`src/rtl/frame_rx.sv`:
```
module frame_rx #(
  parameter logic [7:0] NODE_ADDR = 8'h01,
  parameter int MAX_BYTES = 20,
  localparam int IW = $clog2(MAX_BYTES),
  localparam int CW = $clog2(MAX_BYTES + 1)
) (
  input  logic          clk,
  input  logic          rst,
  input  logic          in_valid,
  input  logic [7:0]    in_byte,
  input  logic [IW-1:0] rd_idx,
  output logic [7:0]    rd_byte,
  output logic          pay_ready,
  output logic [CW-1:0] pay_len,
  output logic          status_req,
  output logic          nak_req,
  output logic [7:0]    nak_code
);
  localparam logic [7:0] SYNC_A = 8'h5B;
  localparam logic [7:0] SYNC_B = 8'hAD;
  localparam logic [7:0] TAIL_A = 8'hA4;
  localparam logic [7:0] TAIL_B = 8'h52;

  typedef enum logic [2:0] {
    WAIT, GOT_A, GET_ADDR, TAKE, TAIL_CHK, SKIP, SKIP_TAIL
  } state_t;

  state_t        st;
  logic [CW-1:0] cnt;
  logic [7:0]    chk;
  logic [7:0]    mem [MAX_BYTES];

  wire [CW-1:0] cnt_nxt = cnt + CW'(1);
  wire          full    = (cnt_nxt == CW'(MAX_BYTES));
  wire          storing = in_valid && (st == TAKE || (st == TAIL_CHK && in_byte != TAIL_B));
  wire          closing = in_valid && st == TAIL_CHK && in_byte == TAIL_B;
  wire          chk_ok  = ((chk ^ TAIL_A) == 8'h00);

  assign rd_byte = (32'(rd_idx) < MAX_BYTES) ? mem[rd_idx] : 8'h00;

  always_ff @(posedge clk) begin
    if (storing)
      mem[cnt[IW-1:0]] <= in_byte;
  end

  always_ff @(posedge clk) begin
    if (rst) begin
      st         <= WAIT;
      cnt        <= '0;
      chk        <= '0;
      pay_ready  <= 1'b0;
      pay_len    <= '0;
      status_req <= 1'b0;
      nak_req    <= 1'b0;
      nak_code   <= 8'h00;
    end else begin
      pay_ready  <= 1'b0;
      status_req <= 1'b0;
      nak_req    <= 1'b0;
      nak_code   <= 8'h00;
      if (in_valid) begin
        case (st)
          WAIT:      st <= (in_byte == SYNC_A) ? GOT_A : WAIT;
          GOT_A:     st <= (in_byte == SYNC_B) ? GET_ADDR : WAIT;
          GET_ADDR:
            if (in_byte == NODE_ADDR) begin
              st  <= TAKE;
              cnt <= '0;
              chk <= in_byte;
            end else begin
              st <= SKIP;
            end
          SKIP:      st <= (in_byte == TAIL_A) ? SKIP_TAIL : SKIP;
          SKIP_TAIL: st <= (in_byte == TAIL_B) ? WAIT : SKIP;
          TAKE, TAIL_CHK:
            if (closing) begin
              st <= WAIT;
              if (chk_ok) begin
                if (cnt < CW'(3)) status_req <= 1'b1;
                else begin
                  pay_ready <= 1'b1;
                  pay_len   <= cnt - CW'(2);
                end
              end else begin
                nak_req  <= 1'b1;
                nak_code <= 8'hFF;
              end
            end else begin
              cnt <= cnt_nxt;
              chk <= chk ^ in_byte;
              if (full)                                   st <= WAIT;
              else if (st == TAKE && in_byte == TAIL_A)   st <= TAIL_CHK;
              else                                        st <= TAKE;
            end
          default:   st <= WAIT;
        endcase
      end
    end
  end
endmodule

```
`config.mk`:
```
export PLATFORM = sky130hd
export DESIGN_NAME = frame_rx
export DESIGN_NICKNAME = d
export VERILOG_FILES = /design/src/rtl/frame_rx.sv
export SDC_FILE = /design/constraint.sdc
export NUM_CORES = 1
export LEC_CHECK = 0
export ABC_AREA = 1
export CAP_MARGIN = 0
export CORE_MARGIN = 2
export CORE_UTILIZATION = 35
export CTS_CLUSTER_SIZE = 28
export DETAILED_ROUTE_END_ITERATION = 12
export SLEW_MARGIN = 40
export SYNTH_ARGS = -nofsm -noshare
export SYNTH_HDL_FRONTEND = slang
export SYNTH_SLANG_ARGS = --single-unit
```
`constraint.sdc`:
```
create_clock -name clk -period 2 [get_ports clk]
set_input_delay 0.6 -clock clk [delete_from_list [all_inputs] [get_ports clk]]
set_output_delay 0.6 -clock clk [all_outputs]
set_load 0.05 [all_outputs]
```
# ---- Word-level counts from Yosys, hierarchy flattened
# Memories as Yosys holds them, arrays and structs flattened.
# Cells that the tools add are included.
dict set report op_classes {
  eq_ne 15
  reduce_logical 14
  bitwise 7
  n_mux 22
  addsub 2
  order_cmp 2
}
# cell count
set op_table {}
lappend op_table {{$mux W8} 4}
lappend op_table {{$pmux W3 S6} 1}
lappend op_table {{$eq A8 B7 Y1 const B} 2}
lappend op_table {{$eq A8 B8 Y1 const B} 2}
lappend op_table {{$pmux W8 S2} 1}
lappend op_table {{$mux W3} 5}
lappend op_table {{$mux W5} 2}
lappend op_table {{$pmux W5 S2} 1}
lappend op_table {{$eq A3 B3 Y1 const B} 3}
lappend op_table {{$eq A8 B1 Y1 const B} 1}
lappend op_table {{$logic_not A8 Y1} 1}
lappend op_table {{$ne A8 B7 Y1 const B} 1}
lappend op_table {{$xor A8 B8 Y8} 1}
lappend op_table {{$eq A3 B2 Y1 const B} 2}
lappend op_table {{$mux W1} 6}
lappend op_table {{$add A5 B1 Y5 const B} 1}
lappend op_table {{$eq A5 B5 Y1 const B} 1}
lappend op_table {{$logic_and A1 B1 Y1} 5}
lappend op_table {{$lt A5 B2 Y1 const B} 1}
lappend op_table {{$lt A5 B5 Y1 const B} 1}
lappend op_table {{$not A1 Y1} 5}
lappend op_table {{$reduce_and A5 Y1} 1}
lappend op_table {{$reduce_or A5 Y1} 1}
lappend op_table {{$sub A5 B2 Y5 const B} 1}
lappend op_table {{other kinds (10)} 12}
dict set report word_totals {
  out_inout_bits 24
  elab_cells 71
  mem_count 1
  reg_bits 32
  inputBits 16
  mem_bits_rw 160
}
# memory depth width read_ports rd_clocked_by_memory_dff write_ports line_no
set memory_table {}
lappend memory_table {mem 20 8 1 0 1 31} ;# logic [7:0] mem [MAX_BYTES];

# ---- Logic depth before layout (Yosys ltp)
# Gate-level depths: netlist (run 1).
dict set report depth {
  word_depth 6
  ltp_mapped 10
  mapped_depth_nobuf 10
}

# ---- Worst setup path after synthesis (run 1)
# OpenSTA, ideal clock, no wires.
dict set report synth_path {
  path_kind {input port to output port}
  startpoint {input port rd_idx[0]}
  endpoint {output port rd_byte[3]}
  path_stages 7
  required_time_ns 1.400
  t_arrival_ns 2.199
  n_path_buf 2
  path_slack_ns -0.799
  path_cell_list {buf_4 inv_2 clkbuf_1 nor2_1 o211ai_1 nand3_1 a21oi_1}
}
dict set report synth_between {
  elab_chain_len 2
  elab_cells_between_ends 3
  cone_classes {order compare (1); mux (1); memory (1)}
}
# element line_no
set synth_lines {}
lappend synth_lines {{start: declaration} 11} ;# input logic [IW-1:0] rd_idx,
lappend synth_lines {{$mem_v2 Z20 W8 / $lt A5 B5 Y1 (equally long branches)} -}
lappend synth_lines {{$mux W8 (*)} 39} ;# assign rd_byte = (32'(rd_idx) < MAX_BYTES) ? mem[rd_idx] : 8'h00;
lappend synth_lines {{end: declaration} 12} ;# output logic [7:0] rd_byte,
# Every way passes the cells marked *; elsewhere a longest branch is shown, timed or not.

# ---- Final worst setup path (run 1)
dict set report layout_path {
  startpoint {input port rd_idx[0]}
  endpoint {output port rd_byte[2]}
}
# Same word-level chain as after synthesis.

==> impl_metrics.tcl, run 1 <==
set metrics [dict create \
    port_buffers 39 \
    cp_slowest_cell "o22ai_1" \
    grt_pass1_wl_mm 34.31 \
    path_clk_slew_ns 0.06 \
    grt_max_degree 38 \
    h-tree-depth 4 \
    drt_first_pass_iters 5 \
    utilization 0.4804 \
    yosys.cell_types.count 32 \
    wl_mm 21.99 \
    arrival_ns 1.92 \
    crit_chain "buf_16, buf_12, buf_4, mux2i_1, o22ai_1, o21ai_1, a21oi_4, buf_12" \
    numCtsBuffers 17 \
    synthesis.area_um2 8088 \
    crit_buf_inv 4 \
    synth-compound-area-share 0.1159 \
    min_path_type "reg2reg" \
    insertion_delay_ns 0.43 \
    avgRoutedWirePerCell_um 18.75 \
    power_mw 8.446 \
    drc 0 \
    die_h_um 156.0 \
    ys_seq_elements 184 \
    netSwitchingFraction 0.2319 \
    busiest_layer "met2" \
    finalWeightedCongestion 0.8583 \
    antenna_found_initial 0 \
    cts_tree "built" \
    hold_violations 0 \
    antenna_cells 0 \
    coreArea_um2 22640 \
    cp-end-kind "output pin" \
    overflow 0 \
    status "finished with violations" \
    period_share 1.261 \
    vdd_ir_drop_max_uv 608.6 \
    yosys-mux-area-fraction 0.009901 \
    fp.dieW_um 156.0 \
    grt_use_met3 0.03806 \
    maxCapViolCount 0 \
    use_met1 0.2438 \
    reg2reg_depth 8 \
    die-area_um2 24340 \
    ys_warn_count 0 \
    synthAdderAreaFrac 0.01083 \
    rsz0062_at_grt "true" \
    pin_count 40 \
    synth_top_family_by_area "simple AND/OR/NAND/NOR gates" \
    slew_headroom 0.6597 \
    cts-root-buf "clkbuf_16" \
    max_freq_mhz 396.5 \
    grt_use_total 0.1897 \
    setup_slack_ns -0.5223 \
    ctsLongestPathBuffers 2 \
    crit_family "compound AO/OA/AOI/OAI gates" \
    worstReg2RegStart "st[2]" \
    p_clk_frac 0.407 \
    syn_nets 772 \
    cpPeakStageDelay_ns 0.25 \
    hold_depth 2 \
    nets 898 \
    vias 6024 \
    crit_top_cell "buf_12" \
    avgSynthCellArea_um2 10.80 \
    worstSetupPathType "in2out" \
    crit_fanout 7 \
    power_frac_seq 0.493 \
    timing.final.crit_period_ns 2.522 \
    whs_endpoint "chk[1]" \
    via_per_inst 5.136 \
    dp_worst_setup_slack_ns -0.7621 \
    postRouteAntennaNets 0 \
    initial_core_util 0.3572 \
    worstReg2RegEnd "mem[12][7]" \
    detail_route.iter0.violations 447 \
    switching_power_mw 1.959 \
    grt_pass1_vias 6114 \
    postSynthCellCount 749 \
    p_leak_nw 3.924 \
    setup_viol 8 \
    hold_ws_ns 0.4835 \
    cp-start-kind "input pin" \
    violations "setup timing" \
    cts_sinks 184 \
    combPwrFrac 0.100 \
    slew_violations 0 \
    fp-row-count 55 \
    grtUsageMet2 0.3148 \
    yosysSeqAreaShare 0.6535 \
    powerDensity_nw_per_um2 776.6 \
    yosys.area_share.simple 0.1539 \
    critPathRequiredTime_ns 1.40 \
    skew_ns 0.01207 \
    synth-xor-area-share 0.009746 \
    reg2reg_slack_ns 0.18 \
    hold_start "chk[1]" \
    intPower_mw 6.487 \
    tightest_slew_ns 0.5090 \
    layout-drive-gt1-share 0.3108 \
    area_growth_pct 34.47 \
    dpl.hpwl_mm 13.61 \
]
## power groups by stage
stage                     sequential, mW  combinational, mW  clock, mW
after floorplan                     4.25              0.359          0
after global placement              4.25              0.710          0
after detailed placement            4.25              0.715          0
after CTS                           4.16              0.838       3.47
after global routing                4.16              0.896       3.62
final                               4.16              0.843       3.44
## worst register-to-register path, cell delays in order, from the launching register on
cell	delay [ns]
dfxtp_1	0.41
nand3_1	0.14
nand2_1	0.11
inv_1	0.10
nor2_4	0.20
nand2_2	0.10
buf_4	0.17
nor2_2	0.12
buf_6	0.17
## synth_stat cells, drive strengths merged
cell type | count | share of area
a21oi | 25 | 0.021
nand2 | 95 | 0.050
nor3 | 1 | 0.0012
dfxtp | 24 | 0.059
inv | 36 | 0.017
nor2 | 161 | 0.077
o211ai | 16 | 0.015
o22ai | 16 | 0.012
clkbuf | 17 | 0.0079
nand3b | 1 | 0.00093
xor2 | 9 | 0.0097
nand4 | 6 | 0.0046
nor3b | 1 | 0.00093
mux2i | 8 | 0.0099
o21ai | 110 | 0.068
nand3 | 30 | 0.019
buf | 26 | 0.021
ha | 7 | 0.011
edfxtp | 160 | 0.59
## per-layer routing
layer / share of wire / routed length [um]
met3: 0.054 / 1197
met4: 0.033 / 721
met1: 0.43 / 9486
met2: 0.48 / 10590
met5: 0 / 0
## registers in the layout (all words and copies together), names as in the netlist
signal      cells
chk             8
cnt             5
mem           160
nak_code        1
pay_len         5
pay_ready       1
st              3
status_req      1
## cell families after synthesis
family          after synthesis
simple gates                295
xor+xnor                      9
compound gates              167
mux                           8
fa+ha+maj                     7
buf+inv                      79
flops                       184
## repair_timing
action / 4_1_cts / 5_1_grt
buffers inserted: 2 / 0
hold buffers: 0 / 0
pin swaps: 29 / 10
gates cloned: 11 / 0
gates resized for setup: 102 / 36
setup endpoints to repair: 180 / 184
## area by class of cell
cell class | instances | area (um^2)
Timing Repair inverter | 2 | 17.52
Multi-Input combinational cell | 486 | 2750
Fill cell | 1999 | 11770
Timing Repair Buffer | 148 | 1713
Sequential cell | 184 | 5285
Clock inverter | 15 | 173.9
Tap cell | 285 | 356.6
Inverter | 36 | 153.9
Clock buffer | 17 | 425.4
## per-stage QoR
stage / cells / cell area, um^2 / TNS [ns]
after floorplan: 749 / 8354 / -2.084
after global placement: 1132 / 9752 / -115.04
after detailed placement: 1132 / 9752 / -110.73
after CTS: 1174 / 10810 / -3.389
after global routing: 1173 / 10880 / -4.074
final: 1173 / 10880 / -3.506
## cell usage in the layout, fill, tap and decap left out, types with 7 or more instances in the layout
| cell type | netlist | layout |
|---|---|---|
| edfxtp_1 | 160 | 160 |
| nor2_1 | 157 | 120 |
| buf_4 | 12 | 85 |
| nand2_1 | 82 | 75 |
| o21ai_0 | 104 | 53 |
| o21ai_1 | 6 | 47 |
| nor2_2 | 3 | 34 |
| nand3_1 | 29 | 29 |
| inv_1 | 29 | 27 |
| buf_12 | 1 | 26 |
| dfxtp_1 | 24 | 24 |
| nand2_2 | 11 | 18 |
| clkbuf_16 | 0 | 17 |
| o211ai_1 | 16 | 16 |
| buf_6 | 0 | 13 |
| a21oi_2 | 11 | 11 |
| o21ai_2 | 0 | 10 |
| xor2_1 | 9 | 9 |
| buf_16 | 0 | 9 |
| o22ai_1 | 16 | 8 |
| a21oi_4 | 0 | 8 |
| o22ai_2 | 0 | 8 |
| nor2_4 | 1 | 7 |
| inv_2 | 6 | 7 |
| mux2i_1 | 8 | 7 |
| ha_1 | 7 | 7 |
| dlygate4sd2_1 | 0 | 7 |
## how the worst max path moves through the flow
stage	from	endpoint	slack (ns)	cells after the start
CTS	rd_idx[0]	rd_byte[2]	-0.47	12
global route	rd_idx[0]	rd_byte[3]	-0.53	10
global placement	rd_idx[2]	rd_byte[1]	-0.74	7
detailed placement	rd_idx[2]	rd_byte[2]	-0.76	7
finish	rd_idx[0]	rd_byte[2]	-0.52	8
floorplan	rd_idx[1]	rd_byte[3]	-0.27	7
No activity file was read; power rests on OpenSTA's default activity.
==> run 2, diff against run 1 <==
Settings changed: CORE_ASPECT_RATIO from default to 0.7.
==> run 2 against run 1 <==
The run still ends with setup timing left. First-iteration DRC count rose by 50%. Worst hold slack improved by 0.0099 ns. Sequential share of layout area fell by 1.4 points. Combinational power rose by 5.7%. Fmax fell by 2.7%. Sequential cell count did not move. Power rose by 0.33%. Count of clock-buffer cells in the layout did not move. Critical path type unchanged. Critical endpoint is now rd_byte[6].
==> impl_metrics.tcl, run 2 (same netlist as run 1, synthesis figures left out) <==
set metrics [dict create \
    status "finished with violations" \
    violations "setup timing" \
    drc 0 \
    hold_violations 0 \
    path_clk_slew_ns 0.07 \
    postRouteAntennaNets 0 \
    area_growth_pct 38.40 \
    cp_slowest_cell "o211ai_1" \
    fp.dieW_um 185.7 \
    maxCapViolCount 0 \
    slew_headroom 0.7322 \
    drt_first_pass_iters 5 \
    vdd_ir_drop_max_uv 605.0 \
    largest_reg_flops 160 \
    layout-drive-gt1-share 0.3259 \
    period_share 1.296 \
    postLayoutCellArea_um2 11190 \
    detail_route.iter0.violations 671 \
    placed_area_um2 9931 \
    finalWeightedCongestion 0.8518 \
    overflow 0 \
    vias 6059 \
    grt_pass1_vias 5819 \
    nets 906 \
    cp-end-kind "output pin" \
    antenna_cells 0 \
    via_per_inst 5.016 \
    skew_ns 0.01442 \
    worstSetupPathType "in2out" \
    insertion_delay_ns 0.44 \
    cpPeakStageDelay_ns 0.22 \
    powerDensity_nw_per_um2 757.0 \
    fp-row-count 46 \
    dp_worst_setup_slack_ns -0.8031 \
    rsz0062_at_grt "true" \
    max_freq_mhz 385.7 \
    wl_mm 22.91 \
    p_leak_nw 4.018 \
    ctsLongestPathBuffers 2 \
    arrival_ns 1.99 \
    cp-start-kind "input pin" \
    cts_sinks 184 \
    utilization 0.4936 \
    min_path_type "reg2reg" \
    hold_buffers 0 \
    cts_tree "built" \
    grt_max_degree 29 \
    grt_use_total 0.1925 \
    initial_core_util 0.3567 \
    setup_tns_ns -4.463 \
    grt_pass1_wl_mm 34.76 \
    critPathRequiredTime_ns 1.40 \
    avgRoutedWirePerCell_um 18.97 \
    power_mw 8.473 \
    pin_count 40 \
    antenna_found_initial 1 \
    port_buffers 39 \
    dpl.hpwl_mm 14.63 \
    final_cell_mix "edfxtp_1, nor2_1, buf_4, nand2_1, o21ai_1" \
    die-area_um2 24360 \
    numCtsBuffers 17 \
    setup_slack_ns -0.5929 \
    crit_chain "buf_12, buf_16, inv_16, buf_16, nor2_1, o211ai_1, o211ai_1, a21oi_4, buf_12" \
    die_h_um 131.2 \
    coreArea_um2 22680 \
    tightest_slew_ns 0.4006 \
    timing.final.crit_period_ns 2.593 \
    layout_commonest_cell "edfxtp_1" \
    crit_fanout 20 \
    cts-root-buf "clkbuf_16" \
    setup_viol 8 \
    slew_violations 0 \
    fill_cells 2020 \
    h-tree-depth 4 \
]
-- run 2: changes by cell type in the layout (fill, tap and decap cells not counted), moves of 4 or more --
| cell | previous run | this run |
|---|---|---|
| buf_12 | 26 | 35 |
| nand2_1 | 75 | 66 |
| nor2_2 | 34 | 27 |
| nor2_4 | 7 | 14 |
| o22ai_1 | 8 | 15 |
| o22ai_2 | 8 | 1 |
| nand2_2 | 18 | 24 |
| clkinv_8 | 0 | 5 |
| o21ai_0 | 53 | 48 |
| clkinv_1 | 4 | 0 |
-- run 2: worst max-delay path: cells and delay by family --
kind | cells | cell delay [ns]
simple gates | 1 | 0.05
compound gates | 3 | 0.63
buf+inv | 5 | 0.69
-- run 2: cell type report --
| type | count | area [um^2] | area share |
|---|---|---|---|
| Sequential cell | 184 | 5285 | 0.4722 |
| Multi-Input combinational cell | 486 | 2800 | 0.2502 |
| Timing Repair Buffer | 156 | 1929 | 0.1724 |
| Clock buffer | 17 | 425.4 | 0.03801 |
| Tap cell | 312 | 390.4 | 0.03488 |
| Clock inverter | 15 | 186.4 | 0.01666 |
| Inverter | 36 | 153.9 | 0.01375 |
| Timing Repair inverter | 2 | 22.52 | 0.002012 |
-- run 2: final timing paths --
kind | from | endpoint | slack (ns) | cells past startpoint
max | rd_idx[0] | rd_byte[6] | -0.59 | 9
min | chk[6] | chk[6] | 0.49 | 2
max reg2reg | st[2] | mem[4][7] | 0.18 | 8
min reg2reg | chk[6] | chk[6] | 0.49 | 2
-- run 2: per-stage QoR --
step	hold WS, ns	std cells
after floorplan	0.4571	749
after global placement	0.4737	1160
after detailed placement	0.4821	1160
after CTS	0.4928	1207
after global routing	0.5175	1208
final	0.4935	1208
-- run 2: where the power goes --
part | leakage [nW] | internal (mW) | total, mW | switching [mW]
Sequential | 1.63 | 4.16 | 4.16 | 0.0000441
Clock | 0.299 | 1.72 | 3.42 | 1.70
Combinational | 2.09 | 0.383 | 0.891 | 0.509
Total | 4.02 | 6.26 | 8.47 | 2.21
-- run 2: per-layer routing --
layer  GRT usage  share of wire  routed length (um)
met1      0.2986           0.49               11160
met2      0.2681           0.43                9780
met3     0.04518          0.073                1668
met4     0.04724          0.013                 297
met5           0        0.00039                   9
-- run 2: timing repair --
action / in CTS / in global routing
setup endpoints to repair: 173 / 143
setup buffers: 8 / 1
pin swaps: 39 / 16
gates resized for setup: 124 / 32
cloned: 10 / 2
==> run 3, diff against run 2 <==
Settings changed: CORE_MARGIN 2 to default.
==> run 3 against run 2 <==
The flow still finishes with violations (setup timing). Count of clock-buffer cells in the layout unchanged. Clock skew increased by 0.0026 ns. Critical path depth increased by 1. Routed wire length decreased by 6.6%. Worst hold slack got worse by 0.0027 ns. Largest cell class unchanged.
==> impl_metrics.tcl, run 3 (same netlist as run 1, synthesis figures left out) <==
set metrics [dict create \
    dp.cells 1149 \
    reg2reg_depth 11 \
    overflow 0 \
    startpoint "rd_idx[0]" \
    worstSetupEndpoint "rd_byte[2]" \
    cpPeakStageDelay_ns 0.24 \
    crit_top_cell "buf_12" \
    vdd_ir_drop_max_uv 572.4 \
    final_cell_mix "edfxtp_1, nor2_1, buf_4, nand2_1, o21ai_0" \
    dpl.hpwl_mm 14.06 \
    slew_violations 0 \
    wl_mm 21.40 \
    cts_sinks 184 \
    pin_count 40 \
    drc 0 \
    hold_depth 2 \
    layout_commonest_cell "edfxtp_1" \
    nets 892 \
    area_growth_pct 34.95 \
    crit_chain "buf_12, buf_12, buf_12, nor2_1, nor2_1, o21ai_1, o211ai_1, o211ai_1, a21oi_4, buf_12" \
    setup_viol 8 \
    rsz0062_at_grt "true" \
    reg2reg_slack_ns 0.14 \
    postRouteAntennaNets 0 \
    p_leak_nw 3.884 \
    period_share 1.277 \
    tightest_slew_ns 0.4351 \
    grt_max_degree 25 \
    drt_first_pass_iters 5 \
    finalWeightedCongestion 0.8524 \
    violations "setup timing" \
    crit_fanout 7 \
    ctsLongestPathBuffers 2 \
    worstReg2RegStart "st[1]" \
    insertion_delay_ns 0.44 \
    port_buffers 39 \
    avgRoutedWirePerCell_um 17.92 \
    status "finished with violations" \
    antenna_found_initial 0 \
    max_freq_mhz 391.7 \
    powerDensity_nw_per_um2 770.4 \
    min_path_type "reg2reg" \
    cts-root-buf "clkbuf_16" \
    hold_violations 0 \
    die-area_um2 23730 \
    fp-row-count 46 \
    grt_pass1_vias 5807 \
    initial_core_util 0.3567 \
    worstReg2RegEnd "mem[18][0]" \
    path_clk_slew_ns 0.07 \
    h-tree-depth 4 \
    numCtsBuffers 17 \
    antenna_cells 0 \
    placed_area_um2 9761 \
    detail_route.iter0.violations 498 \
    arrival_ns 1.95 \
    cp-end-kind "output pin" \
    setup_slack_ns -0.5531 \
    postLayoutCellArea_um2 10910 \
    maxCapViolCount 0 \
    cp-start-kind "input pin" \
    coreArea_um2 22680 \
    power_mw 8.408 \
    grt_pass1_wl_mm 33.23 \
    layout-drive-gt1-share 0.3129 \
    timing.final.crit_period_ns 2.553 \
    vias 5900 \
    slew_headroom 0.7092 \
    largest_reg_flops 160 \
    cts_tree "built" \
    final_cells 1194 \
    fp.dieW_um 183.7 \
    skew_ns 0.01704 \
    cp_slowest_cell "a21oi_4" \
    setup_tns_ns -4.152 \
    utilization 0.4813 \
    hold_ws_ns 0.4907 \
    grt_use_total 0.1908 \
    via_per_inst 4.941 \
    hold_buffers 0 \
    worstSetupPathType "in2out" \
    die_h_um 129.2 \
    critPathRequiredTime_ns 1.40 \
    dp_worst_setup_slack_ns -0.7914 \
]
run 3: cell count changes in the layout (fill, tap and decap cells not counted), sizes merged, moves of 2 or more:
cell / previous run / this run
dlygate4sd2: 7 / 5
clkdlybuf4s50: 4 / 2
clkbuf: 19 / 21
inv: 48 / 43
clkinv: 5 / 8
buf: 140 / 131
run 3: worst min path at each step:
stage,startpoint,end
final,chk[1],chk[1]
after CTS,chk[1],chk[1]
after detailed placement,pay_len[1],pay_len[1]
after global routing,cnt[4],cnt[4]
after floorplan,chk[0],chk[0]
after global placement,chk[0],chk[0]
run 3: routing by layer:
layer	part of all wire	track usage
met5	0	0
met4	0.013	0.05539
met3	0.075	0.04441
met2	0.41	0.2736
met1	0.50	0.2854
run 3: final cells by class:
cell class              count  area, um^2
fillers                  2040       11760
flip-flops and latches    184        5289
multi-input cells         486        2829
repair buffers            144        1635
clock buffers              17       425.4
well taps                 312       390.4
clock inverters            15       195.2
inverters                  36       150.1
run 3: critical path, delay by kind of cell:
family | cells | cell delay (ns)
buffers and inverters | 4 | 0.55
AOI/OAI and AO/OA | 4 | 0.67
and+or+nand+nor | 2 | 0.11
run 3: where the power goes:
part	switching (mW)	total, mW	leakage, nW	internal (mW)
sequential	0.0000370	4.16	1.63	4.16
combinational	0.478	0.805	1.95	0.327
clock	1.72	3.44	0.301	1.72
total	2.20	8.41	3.88	6.21
run 3: what timing repair did:
| item | CTS | global route |
|---|---|---|
| hold endpoints to repair | 0 | 0 |
| setup buffers | 8 | 3 |
| resized for setup | 92 | 53 |
| cloned | 3 | 0 |
| endpoints found under the setup margin | 185 | 128 |
| pin swaps | 32 | 23 |
